## src/rtl/adc_seq_pkg.sv

```systemverilog
package adc_seq_pkg;
  localparam int CODE_W = 12;
  localparam int CHAN_W = 3;
  localparam int RES_W  = CHAN_W + CODE_W;
  localparam int ADDR_W = 2;
  localparam int DATA_W = 32;

  localparam logic [ADDR_W-1:0] A_CTRL = 2'd0;
  localparam logic [ADDR_W-1:0] A_LIST = 2'd1;
  localparam logic [ADDR_W-1:0] A_DLY  = 2'd2;
  localparam logic [ADDR_W-1:0] A_POP  = 2'd3;

  // control / status word bit positions (software decodes these)
  localparam int B_EN        = 0;
  localparam int B_CONT      = 1;
  localparam int B_START     = 2;
  localparam int B_STOP      = 14;
  localparam int B_CNT_LSB   = 21;
  localparam int CNT_FIELD_W = 5;
  localparam int B_EMPTY     = 26;
  localparam int B_FULL      = 27;
  localparam int B_SBUSY     = 28;
  localparam int B_ABUSY     = 29;
  localparam int B_DBUSY     = 30;

  // list and delay word fields
  localparam int B_LAST_LSB = 24;
  localparam int B_TB_LSB   = 8;

  typedef enum logic [1:0] {
    S_IDLE = 2'd0,
    S_ARM  = 2'd1,
    S_REQ  = 2'd2,
    S_WAIT = 2'd3
  } seq_state_e;
endpackage

```

## src/rtl/adc_seq_fifo.sv

```systemverilog
module adc_seq_fifo #(
  parameter int DEPTH = 32,
  parameter int W     = 15
) (
  input  logic                     clk,
  input  logic                     rst,
  input  logic                     push,
  input  logic [W-1:0]             wdata,
  input  logic                     pop,
  output logic [W-1:0]             rdata,
  output logic [$clog2(DEPTH):0]   count,
  output logic                     empty,
  output logic                     full
);
  localparam int AW = $clog2(DEPTH);

  logic [W-1:0]  mem [DEPTH];
  logic [AW-1:0] wp, rp;
  logic          do_push, do_pop;

  assign empty   = (count == '0);
  assign full    = (count == (AW+1)'(DEPTH));
  assign do_push = push && !full;   // drop on full, keep oldest
  assign do_pop  = pop && !empty;

  // storage: write port only, no reset, so it maps to block RAM
  always_ff @(posedge clk) begin
    if (do_push) mem[wp] <= wdata;
  end

  // registered read port; an empty pop yields zero
  always_ff @(posedge clk) begin
    if (rst)      rdata <= '0;
    else if (pop) rdata <= do_pop ? mem[rp] : '0;
  end

  always_ff @(posedge clk) begin
    if (rst) begin
      wp    <= '0;
      rp    <= '0;
      count <= '0;
    end else begin
      if (do_push) wp <= wp + 1'b1;
      if (do_pop)  rp <= rp + 1'b1;
      case ({do_push, do_pop})
        2'b10:   count <= count + 1'b1;
        2'b01:   count <= count - 1'b1;
        default: ;
      endcase
    end
  end

  // a push into a full FIFO must not change the fill level
  p_no_overflow_r10: assert property (@(posedge clk) disable iff (rst)
    (full && push && !pop) |=> (count == $past(count)));

  // popping an empty FIFO returns zero and leaves it empty
  p_empty_pop_r11: assert property (@(posedge clk) disable iff (rst)
    (empty && pop && !push) |=> (empty && rdata == '0));
endmodule

```

## src/rtl/adc_seq_delay.sv

```systemverilog
module adc_seq_delay #(
  parameter int CNT_W    = 8,
  parameter int SEL_W    = 2,
  parameter int TB_SHIFT = 2
) (
  input  logic             clk,
  input  logic             rst,
  input  logic             load,
  input  logic [CNT_W-1:0] n,
  input  logic [SEL_W-1:0] sel,
  output logic             expired
);
  localparam int PRE_W = TB_SHIFT * ((1 << SEL_W) - 1);

  logic [PRE_W-1:0] pre, mask;
  logic [CNT_W-1:0] cnt;
  logic             active, tick;

  always_comb begin
    mask = '0;
    for (int b = 0; b < PRE_W; b++)
      if (b < int'(sel) * TB_SHIFT) mask[b] = 1'b1;
  end

  assign tick    = ((pre & mask) == '0);
  assign expired = active && tick && (cnt == '0);

  always_ff @(posedge clk) begin
    if (rst) pre <= '0;
    else     pre <= pre + 1'b1;
  end

  always_ff @(posedge clk) begin
    if (rst) begin
      active <= 1'b0;
      cnt    <= '0;
    end else if (load) begin
      active <= 1'b1;
      cnt    <= n;
    end else if (active && tick) begin
      if (cnt == '0) active <= 1'b0;
      else           cnt    <= cnt - 1'b1;
    end
  end

  // the wait ends exactly once; expiry retires the counter
  p_single_expiry_r5: assert property (@(posedge clk) disable iff (rst)
    (expired && !load) |=> !active);

  // the count only moves on timebase ticks
  p_tick_only_r5: assert property (@(posedge clk) disable iff (rst)
    (active && !tick && !load) |=> $stable(cnt));
endmodule

```

## src/rtl/adc_seq_ctrl.sv

```systemverilog
module adc_seq_ctrl
  import adc_seq_pkg::*;
#(
  parameter int SLOTS  = 8,
  parameter int SLOT_W = $clog2(SLOTS)
) (
  input  logic                    clk,
  input  logic                    rst,
  input  logic                    en,
  input  logic                    cont,
  input  logic                    start,
  input  logic                    stop,
  input  logic [SLOTS*CHAN_W-1:0] chan_list,
  input  logic [SLOT_W-1:0]       last_idx,
  input  logic                    conv_done,
  input  logic                    dly_expired,
  output logic                    conv_req,
  output logic [CHAN_W-1:0]       conv_chan,
  output logic                    busy,
  output logic                    dly_load,
  output logic                    accept
);
  seq_state_e        state;
  logic [SLOT_W-1:0] slot;
  logic              stop_pend;
  logic [CHAN_W-1:0] entry;
  logic              at_last, finish;

  assign entry    = chan_list[int'(slot)*CHAN_W +: CHAN_W];
  assign at_last  = (slot == last_idx);
  assign finish   = stop || stop_pend || (at_last && !cont);
  assign accept   = (state == S_REQ) && conv_done && en;
  assign dly_load = accept && !finish;
  assign busy     = (state != S_IDLE);

  always_ff @(posedge clk) begin
    if (rst) begin
      state     <= S_IDLE;
      slot      <= '0;
      stop_pend <= 1'b0;
      conv_req  <= 1'b0;
      conv_chan <= '0;
    end else if (!en && !start) begin
      state     <= S_IDLE;
      conv_req  <= 1'b0;
      stop_pend <= 1'b0;
    end else begin
      case (state)
        S_IDLE: if (start) begin
          state     <= S_ARM;
          slot      <= '0;
          stop_pend <= 1'b0;
        end
        S_ARM: if (stop) begin
          state <= S_IDLE;
        end else begin
          state     <= S_REQ;
          conv_req  <= 1'b1;
          conv_chan <= entry;
        end
        S_REQ: if (conv_done) begin
          conv_req <= 1'b0;
          if (finish) begin
            state     <= S_IDLE;
            stop_pend <= 1'b0;
          end else begin
            state <= S_WAIT;
            slot  <= at_last ? '0 : slot + 1'b1;
          end
        end else if (stop) begin
          stop_pend <= 1'b1;
        end
        S_WAIT: if (stop) begin
          state <= S_IDLE;
        end else if (dly_expired) begin
          state     <= S_REQ;
          conv_req  <= 1'b1;
          conv_chan <= entry;
        end
        default: state <= S_IDLE;
      endcase
    end
  end

  // an accepted start shows busy on the very next cycle
  p_busy_after_start_r6: assert property (@(posedge clk) disable iff (rst)
    (start && state == S_IDLE) |=> busy);

  // a pending request is never withdrawn before done while enabled
  p_req_hold_r9: assert property (@(posedge clk) disable iff (rst)
    (conv_req && !conv_done && en) |=> conv_req);

  // the channel presented to the converter holds while requested
  p_chan_stable_r3: assert property (@(posedge clk) disable iff (rst)
    (conv_req && !conv_done && en) |=> $stable(conv_chan));

  // no request leaves the engine while it is idle
  p_idle_no_req_r7: assert property (@(posedge clk) disable iff (rst)
    !busy |-> !conv_req);
endmodule

```

## src/rtl/adc_seq_engine.sv

```systemverilog
module adc_seq_engine
  import adc_seq_pkg::*;
#(
  parameter int SLOTS      = 8,
  parameter int FIFO_DEPTH = 32,
  parameter int DLY_W      = 8,
  parameter int TB_SEL_W   = 2,
  parameter int TB_SHIFT   = 2
) (
  input  logic              clk,
  input  logic              rst,
  input  logic              reg_wr,
  input  logic              reg_rd,
  input  logic [1:0]        reg_addr,
  input  logic [31:0]       reg_wdata,
  output logic [31:0]       reg_rdata,
  output logic              reg_rvalid,
  output logic              conv_req,
  output logic [2:0]        conv_chan,
  input  logic              conv_done,
  input  logic [11:0]       conv_code
);
  localparam int SLOT_W = $clog2(SLOTS);
  localparam int LIST_W = SLOTS * CHAN_W;
  localparam int FCNT_W = $clog2(FIFO_DEPTH) + 1;

  logic              en_q, cont_q;
  logic [LIST_W-1:0] list_q;
  logic [SLOT_W-1:0] last_q;
  logic [DLY_W-1:0]  dly_n_q;
  logic [TB_SEL_W-1:0] dly_sel_q;

  logic wr_ctrl, start, stop;
  logic busy, dly_load, dly_expired, accept;
  logic [RES_W-1:0]  fifo_rdata;
  logic [FCNT_W-1:0] fifo_count;
  logic fifo_empty, fifo_full, pop;
  logic [DATA_W-1:0] status_w, list_w, dly_w, rword_q;
  logic pop_sel_q;
  logic unused_bits;

  assign wr_ctrl = reg_wr && (reg_addr == A_CTRL);
  assign start   = wr_ctrl && reg_wdata[B_START] && reg_wdata[B_EN];
  assign stop    = wr_ctrl && reg_wdata[B_STOP];
  assign pop     = reg_rd && (reg_addr == A_POP);

  assign unused_bits = ^{reg_wdata[DATA_W-1:B_LAST_LSB+SLOT_W],
                         fifo_count[FCNT_W-1:CNT_FIELD_W]};

  always_ff @(posedge clk) begin
    if (rst) begin
      en_q      <= 1'b0;
      cont_q    <= 1'b0;
      list_q    <= '0;
      last_q    <= '0;
      dly_n_q   <= '0;
      dly_sel_q <= '0;
    end else if (reg_wr) begin
      case (reg_addr)
        A_CTRL: begin
          en_q   <= reg_wdata[B_EN];
          cont_q <= reg_wdata[B_CONT];
        end
        A_LIST: begin
          list_q <= reg_wdata[LIST_W-1:0];
          last_q <= reg_wdata[B_LAST_LSB +: SLOT_W];
        end
        A_DLY: begin
          dly_n_q   <= reg_wdata[DLY_W-1:0];
          dly_sel_q <= reg_wdata[B_TB_LSB +: TB_SEL_W];
        end
        default: ;
      endcase
    end
  end

  adc_seq_ctrl #(.SLOTS(SLOTS)) u_ctrl (
    .clk        (clk),
    .rst        (rst),
    .en         (en_q),
    .cont       (cont_q),
    .start      (start),
    .stop       (stop),
    .chan_list  (list_q),
    .last_idx   (last_q),
    .conv_done  (conv_done),
    .dly_expired(dly_expired),
    .conv_req   (conv_req),
    .conv_chan  (conv_chan),
    .busy       (busy),
    .dly_load   (dly_load),
    .accept     (accept)
  );

  adc_seq_delay #(.CNT_W(DLY_W), .SEL_W(TB_SEL_W), .TB_SHIFT(TB_SHIFT)) u_delay (
    .clk    (clk),
    .rst    (rst),
    .load   (dly_load),
    .n      (dly_n_q),
    .sel    (dly_sel_q),
    .expired(dly_expired)
  );

  adc_seq_fifo #(.DEPTH(FIFO_DEPTH), .W(RES_W)) u_fifo (
    .clk  (clk),
    .rst  (rst),
    .push (accept),
    .wdata({conv_chan, conv_code}),
    .pop  (pop),
    .rdata(fifo_rdata),
    .count(fifo_count),
    .empty(fifo_empty),
    .full (fifo_full)
  );

  always_comb begin
    status_w = '0;
    status_w[B_EN]    = en_q;
    status_w[B_CONT]  = cont_q;
    status_w[B_CNT_LSB +: CNT_FIELD_W] = fifo_count[CNT_FIELD_W-1:0];
    status_w[B_EMPTY] = fifo_empty;
    status_w[B_FULL]  = fifo_full;
    status_w[B_SBUSY] = busy;
    status_w[B_ABUSY] = 1'b0;
    status_w[B_DBUSY] = 1'b0;

    list_w = '0;
    list_w[LIST_W-1:0] = list_q;
    list_w[B_LAST_LSB +: SLOT_W] = last_q;

    dly_w = '0;
    dly_w[DLY_W-1:0] = dly_n_q;
    dly_w[B_TB_LSB +: TB_SEL_W] = dly_sel_q;
  end

  always_ff @(posedge clk) begin
    if (rst) begin
      reg_rvalid <= 1'b0;
      pop_sel_q  <= 1'b0;
      rword_q    <= '0;
    end else begin
      reg_rvalid <= reg_rd;
      pop_sel_q  <= pop;
      if (reg_rd) begin
        case (reg_addr)
          A_CTRL:  rword_q <= status_w;
          A_LIST:  rword_q <= list_w;
          A_DLY:   rword_q <= dly_w;
          default: rword_q <= '0;
        endcase
      end
    end
  end

  // the FIFO read port is itself a register; select it after the flop
  assign reg_rdata = pop_sel_q ? DATA_W'(fifo_rdata) : rword_q;
endmodule

```

## config.mk

```make
export PLATFORM = sky130hd
export DESIGN_NAME = adc_seq_engine
export DESIGN_NICKNAME = d
export VERILOG_FILES = /design/src/rtl/adc_seq_pkg.sv /design/src/rtl/adc_seq_fifo.sv /design/src/rtl/adc_seq_delay.sv /design/src/rtl/adc_seq_ctrl.sv /design/src/rtl/adc_seq_engine.sv
export SDC_FILE = /design/constraint.sdc
export NUM_CORES = 1
export LEC_CHECK = 0
export ABC_AREA = 1
export CORE_MARGIN = 2
export CORE_UTILIZATION = 30
export DETAILED_ROUTE_END_ITERATION = 8
export DONT_BUFFER_PORTS = 1
export HOLD_SLACK_MARGIN = 0.1
export SLEW_MARGIN = 20
export SYNTH_ARGS = -nofsm -noshare
export SYNTH_HDL_FRONTEND = slang
export SYNTH_HIERARCHICAL = 1
export SYNTH_SLANG_ARGS = --single-unit
```

## constraint.sdc

```tcl
create_clock -name clk -period 8.15 [get_ports clk]
set_input_delay 1.63 -clock clk [delete_from_list [all_inputs] [get_ports clk]]
set_output_delay 1.63 -clock clk [all_outputs]
set_load 0.03 [all_outputs]
```

== After elaboration in Yosys (flattened, before gate mapping) ==
Memories as Yosys holds them, arrays and structs flattened. A register that Yosys moved wholly into a read port is not among the register bits.
Index checks and enable logic that the tools add are counted.
Operators by class
  $add $sub $neg: 7
  multiply operators: 1
  magnitude comparators: 6
  equal/unequal tests: 20
  shift-type cells: 1
  mux-type cells: 46
  bitwise gates (word level): 2
  reductions and logical operators: 45
Operator list (count)
  $pmux W29 S3: 1
  $mux W32: 1
  $shiftx A24 B32 Y3: 1
  $mux W8: 3
  $mux W3: 7
  $mux W1: 19
  $mux W15: 1
  $reduce_and A5 Y1: 3
  $logic_and A1 B1 Y1: 14
  $add A6 B1 Y6 const B: 2
  $logic_not A6 Y1: 2
  $mux W2: 6
  $ne A2 B2 Y1 const B: 6
  $pmux W3 S2: 2
  $pmux W6 S2: 1
  $reduce_bool A2 Y1: 6
  $add A5 B1 Y5 const B: 2
  $eq A2 B2 Y1 const B: 5
  $mux W5: 2
  $reduce_and A2 Y1: 5
  $ne A3 B2 Y1 const B: 3
  $logic_not A8 Y1: 1
  $pmux W2 S4: 1
  $sub A8 B1 Y8 const B: 1
  21 further kinds: 33
Word-level totals
  register bits: 129
  memory bits (writable): 480
  input port bits: 51
  output and inout port bits: 37
  word-level logic and storage cells: 150
  memories kept: 1
Memory list
  u_fifo.mem: words 32, width 15, read ports 1, clocked after memory_dff 1, wr ports 1, line adc_seq_fifo.sv:17  | logic [W-1:0] mem [DEPTH];

== Depth between registers and ports, before layout ==
Gate-level depths: netlist of run 1.
  depth in word-level cells: 9
  mapped depth: 19
  gate-level depth less buffers: 18

== Cells and area by module ==
The synthesis of run 1 kept the hierarchy.
Modules (own cells, without submodules)
  adc_seq_fifo: times used 1, cells each 2072, area each 21882.2 µm²
  adc_seq_engine: times used 1, cells each 427, area each 3096.7 µm²
  adc_seq_delay: times used 1, cells each 139, area each 930.9 µm²
  adc_seq_ctrl: times used 1, cells each 140, area each 867.1 µm²

== Least setup slack after synthesis of run 1 ==
No wires, ideal clock.
  path type: input -> register
  from: input port reg_rd
  to: register u_fifo.count[4]
  setup time: 120 ps
  arrival: 3969 ps
  data required time: 8030 ps
  setup slack: 4061 ps
  stages: 16
  path buffers: 4
  cells stage by stage: buf_2 -> clkinv_1 -> buf_2 -> nor3_1 -> nand2_1 -> inv_1 -> buf_2 -> ha_1 -> buf_4 -> xor2_1 -> ha_1 -> o21bai_1 -> nand3_1 -> nand3_1 -> xor2_1 -> a21oi_1
Between the ends
  longest elaborated chain between the ends: 4
  elaborated cells on any way between the ends: 6
  classes of those cells: 2 x eq/ne; 1 x mux; 3 x reduce/logical
RTL lines
  from (decl): line adc_seq_engine.sv:13  | input logic reg_rd,
  $logic_and A1 B1 Y1 *: line adc_seq_engine.sv:45  | assign pop = reg_rd && (reg_addr == A_POP);
  via pop: line adc_seq_engine.sv:37  | logic fifo_empty, fifo_full, pop;
  $logic_and A1 B1 Y1 *: line adc_seq_fifo.sv:24  | assign do_pop = pop && !empty;
  $eq A2 B1 Y1 / $eq A2 B2 Y1 (equally long branches): line adc_seq_fifo.sv:45  | case ({do_push, do_pop})
  $pmux W6 S2 / $reduce_bool A2 Y1 (equally long branches)
  to (signal assigned): line adc_seq_fifo.sv:46  | 2'b10: count <= count + 1'b1;
  to (signal assigned): line adc_seq_fifo.sv:47  | 2'b01: count <= count - 1'b1;
  to (decl): line adc_seq_fifo.sv:11  | output logic [$clog2(DEPTH):0] count,
Mark *: on every way through the listed nets, which the timed path passes. The rest lies on a longest branch.
A chain may end at the register's enable or synchronous reset.

== Final worst setup path of run 1 ==
Same ends and word-level chain as after synthesis.

==> results of run 1 <==
[layer usage]
| layer | GRT usage | wire, um | share of wire | vias to the layer above |
|---|---|---|---|---|
| met5 | 0 | 0 | 0 | - |
| met4 | 0.0517 | 1980 | 0.030 | 0 |
| met3 | 0.0289 | 3730 | 0.056 | 93 |
| met2 | 0.240 | 31900 | 0.48 | 387 |
| met1 | 0.183 | 28600 | 0.43 | 8697 |
| li1 | - | - | - | 9060 |
[flip-flops by register name (all words and copies together), names as in the netlist, 2 cells and up, named ones only]
| name | flops |
|---|---|
| u_fifo/mem | 480 |
| u_fifo/wp | 5 |
| u_ctrl/state | 2 |
| u_delay/pre | 6 |
| list_q | 24 |
| u_delay/cnt | 8 |
| u_fifo/rdata | 15 |
| rword_q | 29 |
| dly_n_q | 8 |
| u_fifo/rp | 5 |
| u_fifo/count | 6 |
| u_ctrl/slot | 3 |
| u_ctrl/conv_chan | 3 |
| last_q | 3 |
| dly_sel_q | 2 |
[through the flow]
step / power [uW] / util
final: 5960 / 0.333
after global routing: 6140 / 0.333
after CTS: 6010 / 0.333
after detailed placement: 3520 / 0.313
after global placement: 3520 / 0.313
after floorplan: 3520 / -
[worst register-to-register path: stages, from the launching register on]
cell	delay [ns]
dfxtp_1	0.46
nor4_2	0.10
nand2_1	0.11
nand2_1	0.12
inv_1	0.72
ha_1	0.50
xor2_1	0.28
ha_1	0.19
o21bai_1	0.14
nand3_1	0.11
nand3_1	0.11
xor2_1	0.17
a21oi_1	0.08
[cell type report]
| cell class | instances | share of cell area |
|---|---|---|
| Sequential cell | 611 | 0.579 |
| Multi-Input combinational cell | 1763 | 0.266 |
| Clock buffer | 74 | 0.0520 |
| Tap cell | 1165 | 0.0495 |
| Inverter | 258 | 0.0332 |
| Timing Repair Buffer | 48 | 0.0131 |
| Clock inverter | 32 | 0.00655 |
[layout by cell type (no fill, tap or decap), types with 3 or more instances in the layout]
cell	instances
nand2_1	956
nand2_4	4
clkbuf_1	13
dfxtp_1	128
clkinv_1	15
a21oi_2	5
nor2_4	5
mux2_2	7
conb_1	3
o211ai_1	14
nor2_1	153
nand2_2	5
clkbuf_16	57
nand3_1	392
ha_1	12
clkbuf_8	4
edfxtp_1	480
buf_4	46
clkinv_2	13
nor2_2	4
nor3_1	4
inv_6	3
a21oi_1	99
xnor2_1	5
inv_1	245
xor2_1	10
o21ai_1	7
o21ai_0	62
inv_2	10
[worst max path at each step]
stage               startpoint         endpoint  slack [ns]  cells after the start
CTS                     reg_rd  u_fifo/count[4]        3.66                     12
floorplan               reg_rd  u_fifo/count[4]        4.06                     16
global route            reg_rd  u_fifo/count[4]        3.32                     12
detailed placement      reg_rd  u_fifo/count[4]        3.01                     12
global placement        reg_rd  u_fifo/count[4]        3.08                     12
finish                  reg_rd  u_fifo/count[4]        3.67                     12
[cells by family after synthesis]
group / synth area share
other: 0.000140
xor gates and xnor gates: 0.00491
buffers and inverters: 0.0717
AOI/OAI and AO/OA: 0.0384
and+or+nand+nor: 0.240
adders and majority gates: 0.00561
muxes: 0.00294
DFF: 0.636
[where the power goes]
part / total, uW / internal [uW] / switching [uW]
clock: 2510 / 1350 / 1150
sequential: 3370 / 3360 / 11.1
combinational: 80.3 / 21.5 / 58.8
==> impl_metrics.json, run 1 <==
{
  "synth_edf_count": 480,
  "route.detailed.drc": 0,
  "routedWlPerCell_um": 16.8,
  "stdcell_area_sq_mm": 0.0294,
  "synth_most_common_cell": "nand2_1",
  "drv_cap": 0,
  "antenna_cells": 0,
  "gp_congestion": 0.810,
  "cts-hold-fix-buffers": 0,
  "numCtsBuffers": 57,
  "hold_viol_final": 0,
  "cts_setup_buffers": 0,
  "fin_nets": 2802,
  "pre_cts_ws_ns": 3.01,
  "insertion_delay_ns": 0.64,
  "max_stage_delay_ns": 0.72,
  "fin_crit_sh": 0.550,
  "grt_pass1_vias": 17200,
  "ant_nets": 0,
  "clock_path_buffers": 3,
  "rrSetupSlack_ns": 4.96,
  "root_buffer": "clkbuf_16",
  "io_pins": 88,
  "core_area_sq_mm": 0.0884,
  "rsz0062_at_grt": "false",
  "h-tree-depth": 2,
  "hold_end": "u_delay/pre[0]",
  "reg2reg_to": "u_fifo/count[4]",
  "endpoint_kind": "flop",
  "syn_to_final_growth_pct": 9.87,
  "min_path_type": "flop to flop",
  "antenna_found_initial": 0,
  "ys_ff_latch": 611,
  "drive_above_1_share": 0.0646,
  "cp.buffers_inverters": 2,
  "grt_max_degree": 167,
  "yosysWarnings": 6,
  "place_inst": 3845,
  "period_minus_slack_ns": 4.48,
  "slew_violations": 0,
  "setup_viol": 0,
  "cp_max_fo": 45,
  "ir_drop_mv": 0.145,
  "firstDrtPassIters": 5,
  "dp_hpwl_um": 38400,
  "grt_util_all_layers": 0.143,
  "dpl_cell_area_sq_mm": 0.0277,
  "whs_ns": 0.466,
  "reg2reg_from": "u_fifo/count[0]",
  "synth_common_cells": "nand2_1 (956), edfxtp_1 (480), nand3_1 (392)",
  "regArea_sq_mm": 0.0170,
  "grt_first_pass_wirelength_um": 101000,
  "fillers": 8943,
  "hp-start": "u_delay/pre[0]",
  "tns_ns": 0,
  "cp-start-kind": "input pin",
  "vias": 18200,
  "die_area_sq_mm": 0.0917,
  "worstHoldPathCells": 1,
  "tightest_slew_ns": 1.09,
  "cts_tree": "yes",
  "clk_pin_slew_ns": 0.06,
  "required_ns": 8.66,
  "crit_arrival_ns": 4.99,
  "cts_resized": 0,
  "viasPerCell": 4.62,
  "seq_area_frac_synth": 0.636,
  "wl_um": 66200,
  "status": "complete, no violations",
  "fmax_ghz": 0.223,
  "yosysUniqueCellTypes": 43,
  "fin_worst_skew_ns": 0.0229,
  "fp.dieW_um": 303,
  "synth_top_area_share": 0.538,
  "fin_cells": 3951,
  "synth.area.top_cells": "edfxtp_1 (54%), nand2_1 (13%), dfxtp_1 (9.8%)",
  "path_class": "input pin to flop",
  "ys.flop_type": "edfxtp_1",
  "first_iter_violations": 1470,
  "crit_path_cell_trace": "clkinv_1 -> nor3_1 -> nand2_1 -> inv_1 -> ha_1 -> xor2_1 -> ha_1 -> o21bai_1 -> nand3_1 -> nand3_1 -> xor2_1 -> a21oi_1",
  "yosys.area.top_type": "edfxtp_1",
  "cts.sinks": 611,
  "portBuffers": 0,
  "dieHeight_um": 303,
  "synthArstFlopShare": 0,
  "p_leak_uw": 0.0113,
  "syn_area_per_cell_sq_um": 9.64,
  "setup_ws_ns": 3.67,
  "cp_top_family": "buffers and inverters",
  "r2r_cells": 12,
  "slew_headroom": 0.263,
  "fp-row-count": 109,
  "gr-total-overflow": 0,
  "synth_cells": 2778,
  "multi_input_area_sq_mm": 0.00783,
  "slowest_stage": "inv_1",
  "synth_area_sq_mm": 0.0268,
  "powerDensity_mw_per_mm2": 203,
  "start_util": 0.303
}
(Power assumes the default switching activity.)
==> inputs of run 2 (changes only) <==
- ABC_AREA: 1 -> 0
- clock period: 8.15 -> 3.65 ns (I/O delays scaled with it)
==> impl_metrics.json, run 2 <==
{
  "reg2reg_from": "u_ctrl/state[1]",
  "grt_max_degree": 127,
  "synth_edf_count": 480,
  "antenna_found_initial": 1,
  "syn_area_per_cell_sq_um": 15.9,
  "h-tree-depth": 2,
  "setup.worst_path.start": "u_ctrl/state[1]",
  "grt_pass1_vias": 13500,
  "fillers": 7853,
  "gp_congestion": 0.820,
  "power_uw": 13700,
  "die_area_sq_mm": 0.0851,
  "syn_to_final_growth_pct": 12.3,
  "synth_common_cells": "edfxtp_1 (480), dfxtp_1 (131), nor2_1 (122)",
  "crit_arrival_ns": 3.52,
  "portBuffers": 0,
  "fp-row-count": 105,
  "largest_register_ffs": 480,
  "tns_ns": 0,
  "required_ns": 4.13,
  "drive_above_1_share": 0.179,
  "core_area_sq_mm": 0.0820,
  "cts_tree": "yes",
  "endpoint_kind": "flop",
  "hold_end": "last_q[1]",
  "insertion_delay_ns": 0.63,
  "cts-hold-fix-buffers": 0,
  "dieHeight_um": 292,
  "yosysUniqueCellTypes": 82,
  "synth_cells": 1558,
  "dp_hpwl_um": 36700,
  "slew_violations": 0,
  "fin_crit_sh": 0.831,
  "grt_first_pass_wirelength_um": 87100,
  "status": "complete, no violations",
  "clk_pin_slew_ns": 0.06,
  "synth.area.top_cells": "edfxtp_1 (58%), dfxtp_1 (11%), mux4_2 (8.1%)",
  "cp_max_fo": 10,
  "wl_um": 58700,
  "most-common-layout-cells": "edfxtp_1 (480), dfxtp_1 (127), nor2_1 (122)",
  "period_minus_slack_ns": 3.03,
  "io_pins": 88,
  "ant_nets": 0,
  "synth_most_common_cell": "edfxtp_1",
  "numCtsBuffers": 57,
  "rsz0062_at_grt": "false",
  "multi_input_area_sq_mm": 0.00709,
  "cp-start-kind": "flop",
  "routedWlPerCell_um": 21.8,
  "viasPerCell": 5.00,
  "largest_register": "u_fifo/mem",
  "fin_nets": 1640,
  "tightest_slew_ns": 0.982,
  "synthArstFlopShare": 0,
  "ir_drop_mv": 0.359,
  "start_util": 0.303,
  "r2r_cells": 13,
  "slew_headroom": 0.345,
  "gr-total-overflow": 0,
  "synth_top_area_share": 0.580,
  "worstHoldPathCells": 1,
  "fp.dieW_um": 292,
  "reg2reg_to": "u_fifo/count[4]",
  "grt_util_all_layers": 0.136,
  "yosysWarnings": 6,
  "clock_path_buffers": 3,
  "vias": 13500,
  "drv_cap": 0,
  "ys_ff_latch": 611,
  "root_buffer": "clkbuf_16",
  "min_path_type": "input pin to flop",
  "cts_resized": 0,
  "cts_setup_buffers": 0,
  "p_leak_uw": 0.00887,
  "fin_worst_skew_ns": 0.0465,
  "final_common_cell": "edfxtp_1",
  "rrSetupSlack_ns": 0.62,
  "hp-start": "rst",
  "path_class": "flop to flop",
  "ys.flop_type": "edfxtp_1",
  "synth_area_sq_mm": 0.0248,
  "powerDensity_mw_per_mm2": 489,
  "cts.sinks": 611,
  "hold_viol_final": 0,
  "first_iter_violations": 1097,
  "route.detailed.drc": 0,
  "firstDrtPassIters": 4,
  "yosys.area.top_type": "edfxtp_1",
  "setup_viol": 0,
  "seq_area_frac_synth": 0.686,
  "fmax_ghz": 0.330,
  "regArea_sq_mm": 0.0170,
  "reg.largest.list": "u_fifo/mem (480), rword_q (29), list_q (24)"
}
[run 2: changes by cell type after synthesis, moves of 31 or more]
cell	previous run	this run
nand3_1	392	18
nor2_1	153	122
o22ai_1	0	31
mux2i_1	0	88
mux4_2	0	89
nand2_1	956	101
inv_1	245	16
a21oi_1	99	61
o21ai_0	65	18
nor2b_1	0	43
[run 2: logic make-up after synthesis]
group | share of synthesized area
and+or+nand+nor | 0.0731
other | 0.000151
xor gates and xnor gates | 0.00705
buffers and inverters | 0.0286
AOI/OAI and AO/OA | 0.0588
DFF | 0.686
muxes | 0.140
adders and majority gates | 0.00605
[run 2: final cells by class]
| class | instances | area share |
|---|---|---|
| Clock inverter | 35 | 0.0129 |
| Antenna cell | 2 | 0.000179 |
| Tap cell | 1070 | 0.0480 |
| Timing Repair Buffer | 54 | 0.0168 |
| Clock buffer | 73 | 0.0544 |
| Multi-Input combinational cell | 837 | 0.254 |
| Inverter | 16 | 0.00215 |
| Sequential cell | 611 | 0.611 |
[run 2: through the flow]
stage                     setup slack [ns]  instance area, sq um  std cells  hold WS, ns   util
after CTS                            0.656                 27900       2696        0.147  0.340
after detailed placement             0.686                 26000       2588        0.462  0.317
final                                0.616                 27900       2698        0.168  0.340
after floorplan                      0.141                 24800       1560        0.440      -
after global routing                 0.350                 27900       2696        0.158  0.340
after global placement               0.651                 26000       2588        0.446  0.317
[run 2: worst max-delay path by stage]
stage                            endpoint
final                     u_fifo/count[4]
after global routing      u_fifo/count[4]
after CTS                 u_fifo/count[4]
after detailed placement  u_fifo/count[4]
after global placement    u_fifo/count[4]
after floorplan           u_fifo/count[4]
[run 2: per-layer routing]
layer,wire (um),GRT usage
met1,25500,0.185
met2,27500,0.218
met3,4380,0.0328
met4,1330,0.0363
met5,0,0
[run 2: power by group]
group	total, uW	switching (uW)	internal, uW
registers	7540	35.4	7500
clock network	5960	2590	3380
logic	148	91.9	56.0
total	13700	2720	10900
[run 2: worst max-delay path: stages (launching register included)]
cell     delay (ns)
dfxtp_1        0.47
nor2b_1        0.22
nand3_1        0.14
inv_1          0.09
inv_1          0.06
a31oi_2        0.18
inv_1          0.09
ha_1           0.33
xor2_1         0.19
ha_1           0.20
a21oi_1        0.23
a32oi_1        0.16
a21oi_1        0.19
mux2_2         0.35
